### config.mk
export PLATFORM = sky130hd
export DESIGN_NAME = cfg_eeprom_loader
export DESIGN_NICKNAME = d
export VERILOG_FILES = /design/src/rtl/cfgld_pkg.sv /design/src/rtl/cfgld_clkdiv.sv /design/src/rtl/cfgld_seq.sv /design/src/rtl/cfgld_regfile.sv /design/src/rtl/cfgld_pinmux.sv /design/src/rtl/cfg_eeprom_loader.sv
export SDC_FILE = /design/constraint.sdc
export NUM_CORES = 1
export LEC_CHECK = 0
export BUFFER_PORTS_ARGS = -buffer_cell sky130_fd_sc_hd__buf_2
export CAP_MARGIN = 20
export CORE_MARGIN = 2
export CORE_UTILIZATION = 61
export DETAILED_ROUTE_END_ITERATION = 8
export GPL_ROUTABILITY_DRIVEN = 0
export PLACE_DENSITY_LB_ADDON = 0.1
export SYNTH_ARGS = -nofsm -noshare
export SYNTH_HDL_FRONTEND = slang
export SYNTH_SLANG_ARGS = --single-unit
### constraint.sdc
create_clock -name clk -period 3.3 [get_ports clk]
set_input_delay 0 -clock clk [delete_from_list [all_inputs] [get_ports clk]]
set_output_delay 0 -clock clk [all_outputs]
set_load 0.02 [all_outputs]
### src/rtl/cfgld_pkg.sv
package cfgld_pkg;

    localparam int WORD_W = 16;
    localparam int HDR_W  = 3;
    localparam int IDX_W  = 8;

    // start bit followed by the two-bit read opcode
    localparam logic [HDR_W-1:0]  RD_HDR    = 3'b110;
    localparam logic [WORD_W-1:0] DFLT_BASE = 16'hA500;

    typedef enum logic [2:0] {
        LD_START,
        LD_GAP,
        LD_SEND,
        LD_RECV,
        LD_DONE
    } ld_state_e;

    typedef struct packed {
        logic              we;
        logic [IDX_W-1:0]  idx;
        logic [WORD_W-1:0] data;
    } wr_req_t;

    function automatic logic [WORD_W-1:0] dflt_word(input int unsigned idx);
        return DFLT_BASE + WORD_W'(idx);
    endfunction

endpackage

### src/rtl/cfgld_clkdiv.sv
module cfgld_clkdiv #(
    parameter int DIV = 64
) (
    input  logic clk,
    input  logic rst,
    input  logic run,
    output logic phase_hi,
    output logic end_tick
);
    localparam int CW = $clog2(DIV);

    logic [CW-1:0] cnt;

    always_ff @(posedge clk) begin
        if (rst || !run) begin
            cnt <= '0;
        end else begin
            cnt <= cnt + 1'b1;
        end
    end

    // second half of every period is the high phase
    assign phase_hi = cnt[CW-1];
    assign end_tick = run && (cnt == CW'(DIV - 1));

endmodule

### src/rtl/cfgld_seq.sv
module cfgld_seq
    import cfgld_pkg::*;
#(
    parameter int NWORDS = 4,
    parameter int ADDR_W = 8,
    parameter logic [ADDR_W-1:0] START_ADDR = 8'h10
) (
    input  logic    clk,
    input  logic    rst,
    input  logic    use_internal,
    input  logic    end_tick,
    input  logic    sdi,
    output logic    run,
    output logic    shifting,
    output logic    sdo,
    output wr_req_t wr,
    output logic    done
);
    localparam int TX_W   = HDR_W + ADDR_W;
    localparam int BC_MAX = (TX_W > WORD_W) ? TX_W : WORD_W;
    localparam int BC_W   = $clog2(BC_MAX);
    localparam int WI_W   = $clog2(NWORDS + 1);

    ld_state_e         state;
    logic [BC_W-1:0]   bit_cnt;
    logic [WI_W-1:0]   word_idx;
    logic [TX_W-1:0]   tx_sh;
    logic [WORD_W-2:0] rx_sh;

    always_ff @(posedge clk) begin
        if (rst) begin
            state    <= LD_START;
            bit_cnt  <= '0;
            word_idx <= '0;
            tx_sh    <= '0;
            rx_sh    <= '0;
            wr       <= '0;
        end else begin
            wr.we <= 1'b0;
            unique case (state)
                LD_START: begin
                    state <= use_internal ? LD_DONE : LD_GAP;
                end
                LD_GAP: begin
                    if (end_tick) begin
                        tx_sh   <= {RD_HDR, START_ADDR + ADDR_W'(word_idx)};
                        bit_cnt <= '0;
                        state   <= LD_SEND;
                    end
                end
                LD_SEND: begin
                    if (end_tick) begin
                        tx_sh <= tx_sh << 1;
                        if (bit_cnt == BC_W'(TX_W - 1)) begin
                            bit_cnt <= '0;
                            state   <= LD_RECV;
                        end else begin
                            bit_cnt <= bit_cnt + 1'b1;
                        end
                    end
                end
                LD_RECV: begin
                    if (end_tick) begin
                        rx_sh <= {rx_sh[WORD_W-3:0], sdi};
                        if (bit_cnt == BC_W'(WORD_W - 1)) begin
                            wr.we    <= 1'b1;
                            wr.idx   <= IDX_W'(word_idx);
                            wr.data  <= {rx_sh, sdi};
                            bit_cnt  <= '0;
                            word_idx <= word_idx + 1'b1;
                            state    <= (word_idx == WI_W'(NWORDS - 1)) ? LD_DONE : LD_GAP;
                        end else begin
                            bit_cnt <= bit_cnt + 1'b1;
                        end
                    end
                end
                LD_DONE: begin
                    state <= LD_DONE;
                end
                default: begin
                    state <= LD_START;
                end
            endcase
        end
    end

    assign shifting = (state == LD_SEND) || (state == LD_RECV);
    assign run      = shifting || (state == LD_GAP);
    assign sdo      = (state == LD_SEND) && tx_sh[TX_W-1];
    // hold off publication until the final word has landed in the file
    assign done     = (state == LD_DONE) && !wr.we;

endmodule

### src/rtl/cfgld_regfile.sv
module cfgld_regfile
    import cfgld_pkg::*;
#(
    parameter int NWORDS = 4
) (
    input  logic                     clk,
    input  logic                     rst,
    input  wr_req_t                  wr,
    input  logic                     done,
    output logic [NWORDS*WORD_W-1:0] words
);
    for (genvar g = 0; g < NWORDS; g++) begin : g_word
        logic [WORD_W-1:0] q;

        always_ff @(posedge clk) begin
            if (rst) begin
                q <= dflt_word(g);
            end else if (wr.we && (wr.idx == IDX_W'(g))) begin
                q <= wr.data;
            end
        end

        assign words[g*WORD_W +: WORD_W] = done ? q : dflt_word(g);
    end

endmodule

### src/rtl/cfgld_pinmux.sv
module cfgld_pinmux #(
    parameter int NPINS = 2
) (
    input  logic [NPINS-1:0] gpo_en,
    input  logic [NPINS-1:0] gpo_val,
    input  logic [NPINS-1:0] core,
    output logic [NPINS-1:0] pin
);
    for (genvar g = 0; g < NPINS; g++) begin : g_pin
        assign pin[g] = gpo_en[g] ? gpo_val[g] : core[g];
    end

endmodule

### src/rtl/cfg_eeprom_loader.sv
module cfg_eeprom_loader
    import cfgld_pkg::*;
#(
    parameter int NWORDS = 4,
    parameter int DIV    = 64,
    parameter int ADDR_W = 8,
    parameter logic [ADDR_W-1:0] START_ADDR = 8'h10
) (
    input  logic                     clk,
    input  logic                     rst,
    input  logic                     cfg_src_int,
    input  logic [1:0]               gpo_en,
    input  logic [1:0]               gpo_val,
    input  logic                     ee_sdi,
    output logic                     ee_ce,
    output logic                     ee_sck,
    output logic                     ee_sdo,
    output logic [NWORDS*WORD_W-1:0] cfg_words,
    output logic                     cfg_ready
);
    logic    run;
    logic    shifting;
    logic    phase_hi;
    logic    end_tick;
    logic    sdo_core;
    logic    done_int;
    wr_req_t wr;
    logic [1:0] core_pins;
    logic [1:0] out_pins;

    cfgld_clkdiv #(.DIV(DIV)) u_div (
        .clk      (clk),
        .rst      (rst),
        .run      (run),
        .phase_hi (phase_hi),
        .end_tick (end_tick)
    );

    cfgld_seq #(
        .NWORDS     (NWORDS),
        .ADDR_W     (ADDR_W),
        .START_ADDR (START_ADDR)
    ) u_seq (
        .clk          (clk),
        .rst          (rst),
        .use_internal (cfg_src_int),
        .end_tick     (end_tick),
        .sdi          (ee_sdi),
        .run          (run),
        .shifting     (shifting),
        .sdo          (sdo_core),
        .wr           (wr),
        .done         (done_int)
    );

    cfgld_regfile #(.NWORDS(NWORDS)) u_file (
        .clk   (clk),
        .rst   (rst),
        .wr    (wr),
        .done  (done_int),
        .words (cfg_words)
    );

    assign core_pins = {sdo_core, shifting && phase_hi};

    cfgld_pinmux #(.NPINS(2)) u_mux (
        .gpo_en  (gpo_en),
        .gpo_val (gpo_val),
        .core    (core_pins),
        .pin     (out_pins)
    );

    assign ee_sck    = out_pins[0];
    assign ee_sdo    = out_pins[1];
    assign ee_ce     = shifting;
    assign cfg_ready = done_int;

endmodule

# Word-level counts from Yosys, hierarchy flattened
# Cells that the tools add are included.
# op_classes
n_eq_ne,16
addsub,4
mux,24
n_reduce_logical,23
bitwise_logic,2
# op_table
cell,n
$mux 16,4
$mux 25,1
$mux 11,2
$pmux 11 s2,1
$mux 3,7
$mux 4,5
$eq 3x2->1 const B,5
$pmux 3 s5,1
$pmux 4 s3,1
$eq 4x4->1 const B,2
$logic_and 1x1->1,8
$logic_not 8->1,1
$add 5x3->6 const A,1
$add 6x1->6 const B,1
$eq 3x1->1 const B,2
$eq 6x6->1 const B,1
$ne 2x2->1 const B,3
$reduce_and 3->1,2
$reduce_and 5->1,1
$add 4x1->4 const B,1
$ne 2x1->1 const B,2
$reduce_and 4->1,1
$add 3x1->3 const B,1
$eq 3x3->1 const B,1
9 further kinds,14
# word_totals
input_bits,8
register_bits,126
out_inout_bits,68
word_cells,82

# Logic depth before layout (Yosys ltp)
# depth
word_depth,6
mapped_depth,8

# Cells and area by module
# Synthesis repeated with hierarchy kept, for this count alone.
# hier_totals
cells_unflattened,594
hier_area_um2,5641.7
# modules_own_cells
mod,area_each_um2,seq_area_each_um2,instances,cells_each
cfgld_regfile,3014.1,1281.2,1,303
cfgld_seq,2359.8,1121.1,1,263
cfgld_clkdiv,231.5,120.1,1,25
cfgld_pinmux,30.0,0.0,1,2
cfg_eeprom_loader,6.3,0.0,1,1

# Least setup slack after synthesis
# No wires, ideal clock.
# synth_timing
kind,reg2reg
from,register u_div.cnt[0]
to,register u_seq.bit_cnt[2]
path_buffers,1
path_stages_with_launch,7
t_arrival_ps,1842
setup_time_ps,70
path_slack_ps,1388
period_less_slack_ps,1912
cell_sequence,dfxtp_1 ha_1 nand3_1 or4_1 buf_2 or4_1 a21oi_1
# synth_via
elab_chain_len,4
elab_cells_between_ends,6
# synth_rtl
item,line,rtl
from (decl),cfgld_clkdiv.sv:12,logic [CW-1:0] cnt;
from (signal assigned),cfgld_clkdiv.sv:18,cnt <= cnt + 1'b1;
$eq 6x6->1 (*),cfgld_clkdiv.sv:24,assign end_tick = run && (cnt == CW'(DIV - 1));
$logic_and 1x1->1 (*),cfgld_clkdiv.sv:24,
$ne 2x2->1 (no line),-,
$reduce_and 4->1 (no line) (*),-,
to (signal assigned),cfgld_seq.sv:58,bit_cnt <= bit_cnt + 1'b1;
to (signal assigned),cfgld_seq.sv:73,bit_cnt <= bit_cnt + 1'b1;
to (decl),cfgld_seq.sv:25,logic [BC_W-1:0] bit_cnt;
# Every way passes the cells marked *; elsewhere a longest branch is shown, timed or not.
# A chain may end at the register's enable or synchronous reset.

# Final worst setup path
# layout_timing
from,register u_div.cnt[0]
to,register u_seq.bit_cnt[3]
# The elaborated chain is that of the path after synthesis.

==> results.toml <==
[clocking]
cts_sinks = 126
clk_path_buf_depth = 2
clock_latency_ns = 0.50
cts_tree = "yes"
cts.clk_slew.worst_paths_ns = 0.06
cts_buffers = 17
htreeDepth = 4
ctsResizeCount = 0
root_buffer = "clkbuf_8"

[run_status]
outcome = "completed"

[setup_path]
endpoint_kind = "register"
cp.required_ns = 3.73
rr_endpoint = "u_seq.bit_cnt[3]"
reg2reg_depth = 5
critPathArrivalTime_ns = 2.56
rrSetupSlack_ns = 1.17
crit_type = "reg2reg"
worstSetupStartpointType = "register"
critPathMaxFanout = 7
regToRegStartpoint = "u_div.cnt[0]"

[timing]
finalCritPeriodShare_pct = 64.63
rsz0062_at_grt = "no"
clock.fmax_mhz = 468.9
tightestPinTransition_ns = 0.7382
setup_viol = 0
hold_viol_final = 0
skew_ns = 0.007422
slew_headroom_pct = 50.64
setup-tns-final_ns = 0
period_minus_slack_ns = 2.133
finalMaxSlewViolations = 0

[detailed_routing]
ant_nets = 0
drt-vias-per-instance = 5.381
wl_per_cell_um = 14.74
routed_wl_mm = 11.91
drc_errors = 0
num_vias = 4348
drt_first_iter_violations = 284
first_pass_iters = 5

[power]
seq_power_share_pct = 44.2
ir_drop_uv = 311.2
switching_share_pct = 21.34
internal-power_mw = 2.733
switchingPower_mw = 0.7412
power_mw = 3.474
clockPowerShare_pct = 53.2
power_frac_comb_pct = 2.6
p_per_area_nw_per_um2 = 547.3
p_leak_nw = 2.493

[yosys]
synth_fa_ha_area_share_pct = 1.180
netlist_area_um2 = 5304
syn_inst = 623
syn-num-nets = 636
synthMuxAreaShare_pct = 7.360
syn_area_per_cell_um2 = 8.513
ys_ff_latch = 126
ys_types = 38
synth-compound-area-share_pct = 7.478
synth_top_family_by_area = "simple AND/OR/NAND/NOR gates"
synthSimpleGateAreaFrac_pct = 31.92
synthXorXnorAreaFrac_pct = 0.8257
synth_warnings = 0
yosysSeqAreaShare_pct = 47.56

[grt]
grt_max_degree = 46
antenna_found_initial = 0
grt_pass1_wl_mm = 19.90
grt.total_usage_pct = 26.10
grt_pass1_vias = 4231
overflow = 0

[hold_path]
holdCritPathClass = "in2reg"
min_to = "u_seq.wr[24]"
hp-start = "rst"
whs_path_depth = 2

[placed_design]
hpwl_mm = 7.771
io_buffers = 75

[die]
die-area_um2 = 9457
core_area_um2 = 8593
std_cell_rows = 34
fp.dieW_um = 97.25
die_h_um = 97.25
io_pins = 76
initial_utilization_pct = 61.72

[flow_run]
maxCapViolations = 0

[final_layout]
drive_gt1_share_pct = 17.43
nNetsFinal = 700
syn_to_final_growth_pct = 19.67
num_antenna_cells = 0
-- critical path, stage by stage (launching register included) --
cell and delay, ns:
dfxtp_1 0.37, ha_1 0.22, nand3_1 0.18, or4_1 0.63, or4_1 0.52, a21oi_1 0.15
-- layout by cell type (no fill, tap or decap), drive strengths merged, types with 5 or more instances in the layout --
cell and n:
a21oi 47, a22oi 6, and2 44, and3 5, buf 86, clkbuf 19, clkinv 6, dfxtp 126
ha 5, inv 7, mux2i 39, nand2 135, nand2b 62, nand3 8, nand3b 24, nor2 24
nor3 10, o21ai 7
-- layout make-up --
class | count | area, µm²
multi-input combinational | 449 | 2597
timing repair buffer | 88 | 478.0
tap | 108 | 135.1
inverter | 5 | 18.77
clock buffer | 19 | 431.7
fill | 656 | 2246
sequential | 126 | 2522
clock inverter | 13 | 163.9
-- per-stage QoR --
| step | util, % | instances | worst slack [ns] | hold slack [ns] | area (µm²) |
|---|---|---|---|---|---|
| floorplan | - | 623 | 1.388 | 0.1789 | 5304 |
| global placement | 66.70 | 774 | 1.274 | 0.2959 | 5732 |
| detailed placement | 66.70 | 774 | 1.214 | 0.3056 | 5732 |
| CTS | 73.86 | 808 | 1.197 | 0.01535 | 6347 |
| global route | 73.86 | 808 | 1.014 | 0.07000 | 6347 |
| finish | 73.86 | 808 | 1.167 | 0.04217 | 6347 |
-- registers in the layout (all words and copies together), names as in the netlist --
register / cells
u_seq.state: 3
u_seq.bit_cnt: 4
u_div.cnt: 6
u_file.g_word.q: 64
u_seq.tx_sh: 11
u_seq.wr: 20
u_seq.rx_sh: 15
u_seq.word_idx: 3
-- cell families (layout without fill, tap and decap cells) --
kind of cell / count (synthesis) / count (layout)
AOI/OAI and AO/OA: 70 / 70
buffers and inverters: 48 / 125
xor gates and xnor gates: 5 / 5
adders and majority gates: 5 / 5
DFF: 126 / 126
and+or+nand+nor: 330 / 330
muxes: 39 / 39
-- per-layer routing --
layer / vias to the layer above / track usage, % / routed length (µm)
met5: - / 0 / 0
met1: 2034 / 33.13 / 5343
met2: 122 / 43.96 / 5802
li1: 2184 / - / -
met4: 0 / 8.333 / 92
met3: 8 / 6.475 / 673
-- how the worst max path moves through the flow --
| stage | slack (ns) | depth (start not counted) | end | from |
|---|---|---|---|---|
| finish | 1.17 | 5 | u_seq.bit_cnt[3] | u_div.cnt[0] |
| global route | 1.01 | 5 | u_seq.bit_cnt[0] | u_div.cnt[0] |
| CTS | 1.20 | 5 | u_seq.bit_cnt[3] | u_div.cnt[0] |
| detailed placement | 1.21 | 5 | u_seq.bit_cnt[3] | u_div.cnt[0] |
| global placement | 1.27 | 5 | u_seq.bit_cnt[2] | u_div.cnt[0] |
| floorplan | 1.39 | 6 | u_seq.bit_cnt[2] | u_div.cnt[0] |
-- synth_stat cells, drive strengths merged --
library cell / instances / area, µm²
a21oi: 47 / 235.2
xor2: 2 / 17.52
and3: 5 / 31.28
nand2: 135 / 506.7
a22oi: 6 / 45.04
ha: 5 / 62.56
and2: 44 / 275.3
xnor2: 3 / 26.28
nor4: 1 / 6.260
o21ai: 7 / 35.03
a221oi: 1 / 8.760
nor2b: 1 / 6.260
or2: 2 / 12.51
nand4: 1 / 6.260
a211oi: 2 / 15.01
a2111oi: 2 / 17.52
or4: 4 / 30.03
clkbuf: 35 / 131.4
o31ai: 2 / 15.01
dfxtp: 126 / 2522
a32o: 1 / 10.01
mux2i: 39 / 390.4
nand2b: 62 / 387.9
nor2: 24 / 90.09
or3b: 2 / 17.52
nor4b: 1 / 8.760
a21o: 2 / 15.01
inv: 5 / 18.77
nand3: 8 / 40.04
nor3b: 3 / 22.52
nand3b: 24 / 180.2
and3b: 1 / 8.760
nor3: 10 / 50.05
buf: 8 / 45.04
or3: 2 / 12.51
-- timing repair --
| item | in CTS | in global routing |
|---|---|---|
| setup endpoints to repair | 0 | 0 |
| endpoints found under the hold margin | 3 | 0 |
| hold buffers | 2 | 0 |
| setup buffers | 0 | 0 |
-- power by group through the flow --
stage	Combinational, mW	Sequential [mW]	Clock (mW)
6_report	0.0901	1.54	1.85
2_1_floorplan	0.0732	1.56	0
3_5_place_dp	0.0885	1.57	0
4_1_cts	0.0909	1.54	1.87
5_1_grt	0.100	1.54	1.95
3_3_place_gp	0.0863	1.57	0
No activity file was read; power rests on OpenSTA's default activity.
